### src/rtl/rdhand_ctrl.sv
module rdhand_ctrl #(
  parameter int AW = 32,
  parameter int CW = 4,
  parameter bit EARLY_SLAVE = 1'b0
) (
  input  logic          clk,
  input  logic          rst_n,
  input  logic          rd_req,
  input  logic [AW-1:0] rd_addr,
  output logic          busy,
  input  logic          agt_rd_ready_n,
  input  logic          agt_release_n,
  input  logic          agt_ext_req_n,
  input  logic [CW-1:0] cmd_in,
  output logic [CW-1:0] cmd_out,
  output logic [AW-1:0] ad_out,
  output logic          bus_oe,
  output logic          valid_out_n,
  output logic          is_master,
  output logic          ext_pending
);

  localparam logic [CW-1:0] C_IDLE  = CW'(0);
  localparam logic [CW-1:0] C_READ  = CW'(1);
  localparam logic [CW-1:0] C_WRITE = CW'(2);
  localparam logic [CW-1:0] C_NULL  = CW'(3);
  localparam logic [CW-1:0] C_NDAT  = CW'(4);
  localparam logic [CW-1:0] C_LDAT  = CW'(5);

  typedef enum logic [1:0] {S_MASTER, S_ISSUE, S_HOLD, S_SLAVE} st_t;

  st_t           st;
  logic [AW-1:0] addr_q;
  logic          accept;

  assign accept = (st == S_MASTER) && rd_req && !agt_rd_ready_n;

  always_ff @(posedge clk) begin
    if (!rst_n) begin
      st          <= S_MASTER;
      addr_q      <= '0;
      ext_pending <= 1'b0;
    end else begin
      case (st)
        S_MASTER: if (accept) begin
          st     <= S_ISSUE;
          addr_q <= rd_addr;
        end
        S_ISSUE:  st <= agt_release_n ? S_HOLD : S_SLAVE;
        S_HOLD:   if (!agt_release_n) st <= S_SLAVE;
        S_SLAVE:  if (cmd_in == C_NULL) st <= S_MASTER;
        default:  st <= S_MASTER;
      endcase
      if (st == S_SLAVE && cmd_in == C_NULL)
        ext_pending <= 1'b0;
      else if (st != S_MASTER && !agt_ext_req_n)
        ext_pending <= 1'b1;
    end
  end

  assign bus_oe      = (st == S_ISSUE) || (st == S_HOLD);
  assign valid_out_n = (st != S_ISSUE);
  assign busy        = (st != S_MASTER);
  assign cmd_out     = bus_oe ? C_READ : C_IDLE;
  assign ad_out      = bus_oe ? addr_q : '0;

  generate
    if (EARLY_SLAVE) begin : g_early
      assign is_master = (st == S_MASTER);
    end else begin : g_late
      assign is_master = (st != S_SLAVE);
    end
  endgenerate

  AST_VALID_ONE_CYCLE: assert property (@(posedge clk) disable iff (!rst_n)
    !valid_out_n |=> valid_out_n);
  AST_VALID_WITH_READ: assert property (@(posedge clk) disable iff (!rst_n)
    !valid_out_n |-> (bus_oe && cmd_out == C_READ));
  AST_NO_ISSUE_UNREADY: assert property (@(posedge clk) disable iff (!rst_n)
    (!bus_oe && agt_rd_ready_n) |=> valid_out_n);
  AST_OE_DROP: assert property (@(posedge clk) disable iff (!rst_n)
    (bus_oe && !agt_release_n) |=> !bus_oe);
  AST_OE_HOLD: assert property (@(posedge clk) disable iff (!rst_n)
    (bus_oe && agt_release_n) |=> (bus_oe && $stable(ad_out)));
  AST_EXT_NO_RELEASE: assert property (@(posedge clk) disable iff (!rst_n)
    (bus_oe && !agt_ext_req_n && agt_release_n) |=> bus_oe);
  AST_EXT_RECORD: assert property (@(posedge clk) disable iff (!rst_n)
    (busy && !agt_ext_req_n && cmd_in != C_NULL) |=> ext_pending);
  AST_IDLE_QUIET: assert property (@(posedge clk) disable iff (!rst_n)
    !bus_oe |-> (cmd_out == C_IDLE && ad_out == '0));
  AST_UNUSED_CODES: assert property (@(posedge clk) disable iff (!rst_n)
    cmd_out != C_WRITE && cmd_out != C_NDAT && cmd_out != C_LDAT);

endmodule

### config.mk
export PLATFORM = sky130hd
export DESIGN_NAME = rdhand_ctrl
export DESIGN_NICKNAME = d
export VERILOG_FILES = /design/src/rtl/rdhand_ctrl.sv
export SDC_FILE = /design/constraint.sdc
export NUM_CORES = 1
export LEC_CHECK = 0
export ABC_AREA = 1
export CAP_MARGIN = 20
export CORE_AREA = 3 3 67 69
export DETAILED_ROUTE_END_ITERATION = 7
export DIE_AREA = 0 0 70 72
export HOLD_SLACK_MARGIN = 0.15
export PLACE_DENSITY = 0.83
export SLEW_MARGIN = 20
export SYNTH_ARGS = -nofsm -noshare
export SYNTH_HDL_FRONTEND = slang
export SYNTH_SLANG_ARGS = --single-unit
### constraint.sdc
create_clock -name clk -period 3.1 [get_ports clk]
set_clock_uncertainty 0.1 [all_clocks]
set_input_delay 0.62 -clock clk [delete_from_list [all_inputs] [get_ports clk]]
set_output_delay 0.62 -clock clk [all_outputs]
set_load 0.005 [all_outputs]
* Yosys cells after proc, flatten, opt, wreduce, memory -nomap -nowiden
Index checks and enable logic that the tools add are counted.
Operators by class: muxes and demuxes 7, eq/ne operators 9, bitwise gates (word level) 1, reduce and logical (&&, ||, !) cells 12
Operators by type and width (count):
- $mux W32 | 1
- $ne A2 B2 Y1 const B | 4
- $pmux W2 S4 | 1
- $mux W2 | 3
- $eq A2 B2 Y1 const B | 2
- $eq A4 B2 Y1 const B | 1
- $logic_and A1 B1 Y1 | 4
- $reduce_and A3 Y1 | 1
- $eq A2 B1 Y1 const B | 1
- $logic_not A1 Y1 | 2
- $logic_not A2 Y1 | 1
- $mux W1 | 2
- $ne A2 B1 Y1 const B | 1
- $reduce_and A2 Y1 | 1
- $reduce_bool A2 Y1 | 1
- $reduce_or A2 Y1 | 1
- $logic_or A1 B1 Y1 | 1
- $not A1 Y1 | 1
Storage, ports and cells: word-level logic and storage cells 32, register bits 35, input port bits 42, output and inout bits 41

* Depth between registers and ports, before layout
word-level depth 5, gate-level depth with buffers 8

* Least setup slack after synthesis
No wires, ideal clock.
kind reg2out, start register st[0], end output ad_out[18], slack 1026 ps, cell stages (with the launch flop) 7, data required time 2380 ps, path buffers 2, arrival 1354 ps, cell sequence dfxtp_1 > inv_1 > ha_1 > clkbuf_1 > clkbuf_1 > nand2_1 > inv_1
Between the ends: word-level cells in the longest chain between the ends 3
Ends and longest elaborated chain:
- from (decl) | RTL line 32 | st_t st;
- from (signal assigned) | RTL line 49 | S_ISSUE: st <= agt_release_n ? S_HOLD : S_SLAVE;
- $eq A2 B1 Y1 / $eq A2 B2 Y1 (equally long branches) | RTL line 61 | assign bus_oe = (st == S_ISSUE) || (st == S_HOLD);
- $logic_or A1 B1 Y1 * | RTL line 61
- named net bus_oe | RTL line 17 | output logic bus_oe,
- $mux W32 * | RTL line 65 | assign ad_out = bus_oe ? addr_q : '0;
- to (decl) | RTL line 16 | output logic [AW-1:0] ad_out,
Mark *: on every way through the listed nets, which the timed path passes. The rest lies on a longest branch.

* Worst setup path after layout
start register st[0], end output ad_out[10]
Between the ends: word-level cells in the longest chain between the ends 3
Ends and longest elaborated chain (RTL line):
- $eq A2 B1 Y1 / $eq A2 B2 Y1 (equally long branches) | 61
- $logic_or A1 B1 Y1 * | 61
- $mux W32 * | 65
Mark *: on every way between the ends. The rest lies on a longest branch, timed or not.

==> summary.md <==
| Metric | Value |
|---|---|
| Register area | 701 sq um |
| Worst r2r src | st[0] |
| CP top delay family | buffers and inverters |
| Die X | 70 um |
| Fill count | 367 |
| Critical path type | register to output pin |
| Placed Instances | 366 |
| Worst path cell trace | inv_1 > ha_1 > buf_4 > nand2_1 > inv_1 > clkdlybuf4s50_1 |
| Maximum VDD drop | 0.403 mV |
| Routed vias | 1672 |
| Multi-input logic area | 716 sq um |
| Pins over their slew limit | 0 |
| Static Leakage | 0.00131 uW |
| Initial Util | 0.425 |
| Core ar. | 0.00397 sq mm |
| Total die area | 0.00504 sq mm |
| Worst setup margin | 0.452 ns |
| Yosys top cell by area | dfxtp_1 |
| Commonest non-fill, non-tap cell in the layout | clkdlybuf4s50_1 |
| Crit path max fanout | 20 |
| Slowest stage delay, CP | 0.49 ns |
| Max frequency | 0.378 GHz |
| Power Density | 684 mW/mm^2 |
| Number of global-route vias before repair | 1575 |
| Number of buffers added on ports | 79 |
| Syn. warnings | 0 |
| Maxcap violations | 0 |
| Startpoint Class | register |
| CTS tree | built |
| Num Clock Sinks | 35 |
| Register area share after synthesis | 0.415 |
| Vias/cell | 4.47 |
| GRT Total Usage | 0.163 |
| Die height | 72 um |
| Drt drc | 0 |
| CTS max path bufs | 2 |
| Cells after synthesis | 248 |
| Critical path capture point type | output pin |
| Clock root buffer master | clkbuf_8 |
| Post-CTS Hold Fix Bufs | 0 |
| RSZ-0062 raised after global routing | no |
| Setup Viol. Count Final | 0 |
| Total wire length | 4010 um |
| Post-Syn Area | 0.00169 sq mm |
| Share of cells above drive strength 1 | 0.0802 |
| Leading post-synthesis cells by cell area | dfxtp_1 42%, nor2_1 13%, nand2_1 9.1%, inv_1 8.7%, o21ai_1 8.6% |
| Top-Level Pins | 83 |
| Largest net degree at the start of global routing | 33 |
| Place WS | 0.760 ns |
| Syn Area/Cell | 6.81 sq um |
| Post_cts resized | 0 |
| Final Hold Fails | 0 |
| Synth-to-Final Area Change | 52.0% |
| Initial antenna violation count | 0 |
| CTS clk-pin slew, worst paths | 0.07 ns |
| Library cells used by synthesis | 21 |
| H-Tree Depth | 2 |
| Slew of the pin with the lowest slew margin | 0.639 ns |
| Clock Latency Late Sink | 0.28 ns |
| Most frequent cells in the layout | 79 x clkdlybuf4s50_1, 60 x nor2_1, 41 x nand2_1 |
| GP Congestion | 0.819 |
| Max-slew headroom | 0.573 |
| Final worst path period need | 2.65 ns |
| Wire per inst | 10.7 um |
| Antenna Nets Post-Route | 0 |
| Status | finished, final reports clean |
| Rows | 23 |
| WP data arrival | 1.93 ns |
| Crit share post-route | 0.854 |
| Dpl hpwl | 2950 um |
| Hold Crit Class | register to register |
| HP Start | addr_q[6] |
| Area share of the largest cell type after synthesis | 0.415 |
| Yosys reg bits | 35 |
| Diodes inserted | 0 |
| # nets final | 369 |
| Crit path from | st[0] |
| Post CTS Setup Buffer Count | 0 |
| CTS buffer count | 5 |
| Cell Count, Final, Fillers Out | 374 |
| Fin util | 0.646 |
| CP most frequent cell | inv_1 |
| GRT overflow | 0 |
| TNS Setup | 0 ns |
| Initial DRT Pass Iterations | 4 |
| Critical-path top delay cell | clkdlybuf4s50_1 |
| Initial detailed-routing violation count | 82 |
| WP buf/inv | 4 |
| First-pass GRT wire length | 6740 um |
| Critical Path RT | 2.38 ns |
## kinds of logic (layout without fill, tap and decap cells)
group,count (synthesis),in the layout,synth area share
other,1,3,0.00222
AND/OR/NAND/NOR,114,114,0.275
AO/OA/AOI/OAI,37,37,0.113
flip-flops,35,35,0.415
adder cells (fa/ha/maj),4,4,0.0297
buffers and inverters,57,131,0.165
## cells in the mapped netlist
library cell  number
buf_4              4
buf_6              6
dfxtp_1           35
nor2_4             1
nand2_2            1
a31oi_1            1
o21ai_1           29
clkbuf_2           1
ha_1               4
conb_1             1
nor2_2            10
inv_1             39
nand3_1            1
a21oi_1            1
o21ai_2            1
nor2_1            60
nand2_1           41
inv_4              1
o21ai_0            5
clkbuf_1           5
buf_2              1
## report_power, final
part,switching [uW],total (uW),internal (uW)
sequential,49.1,586,537
clock,161,400,239
combinational,392,768,376
## through the flow
step | total power (uW) | cell area, sq um | hold WS (ns)
after floorplan | 1040 | 1700 | 0.361
after global placement | 1360 | 2450 | 0.377
after detailed placement | 1370 | 2450 | 0.382
after CTS | 1780 | 2560 | 0.403
after global routing | 1900 | 2560 | 0.428
final | 1750 | 2560 | 0.401
## routing by layer
layer / wire length (um) / vias up / GRT usage
li1: - / 878 / -
met3: 368 / 2 / 0.0623
met4: 17 / 0 / 0.0447
met5: 0 / - / 0
met2: 1860 / 63 / 0.286
met1: 1760 / 729 / 0.187
## worst paths after layout
check,endpoint,slack [ns],cells past startpoint
worst max-delay path,ad_out[10],0.45,6
worst min-delay path,addr_q[6],0.40,2
worst max register to register,addr_q[7],1.21,7
worst min register to register,addr_q[6],0.40,2
## area by class of cell
type | instances | area share
flip-flops and latches | 35 | 0.273
inverters | 40 | 0.0595
well taps | 50 | 0.0244
multi-input cells | 158 | 0.279
clock buffers | 5 | 0.0268
repair buffers | 83 | 0.320
clock inverters | 3 | 0.0171
## tightest hold or removal path, delay by kind of cell (launching register included)
family | cells | cell delay, ns
AO/OA/AOI/OAI | 1 | 0.07
flip-flops | 1 | 0.33
AND/OR/NAND/NOR | 1 | 0.07
## sequential cells by signal, indices dropped and copies added (netlist names)
register,cells
st,2
ext_pending,1
addr_q,32
Note: power is estimated with default switching activity, not from simulation.
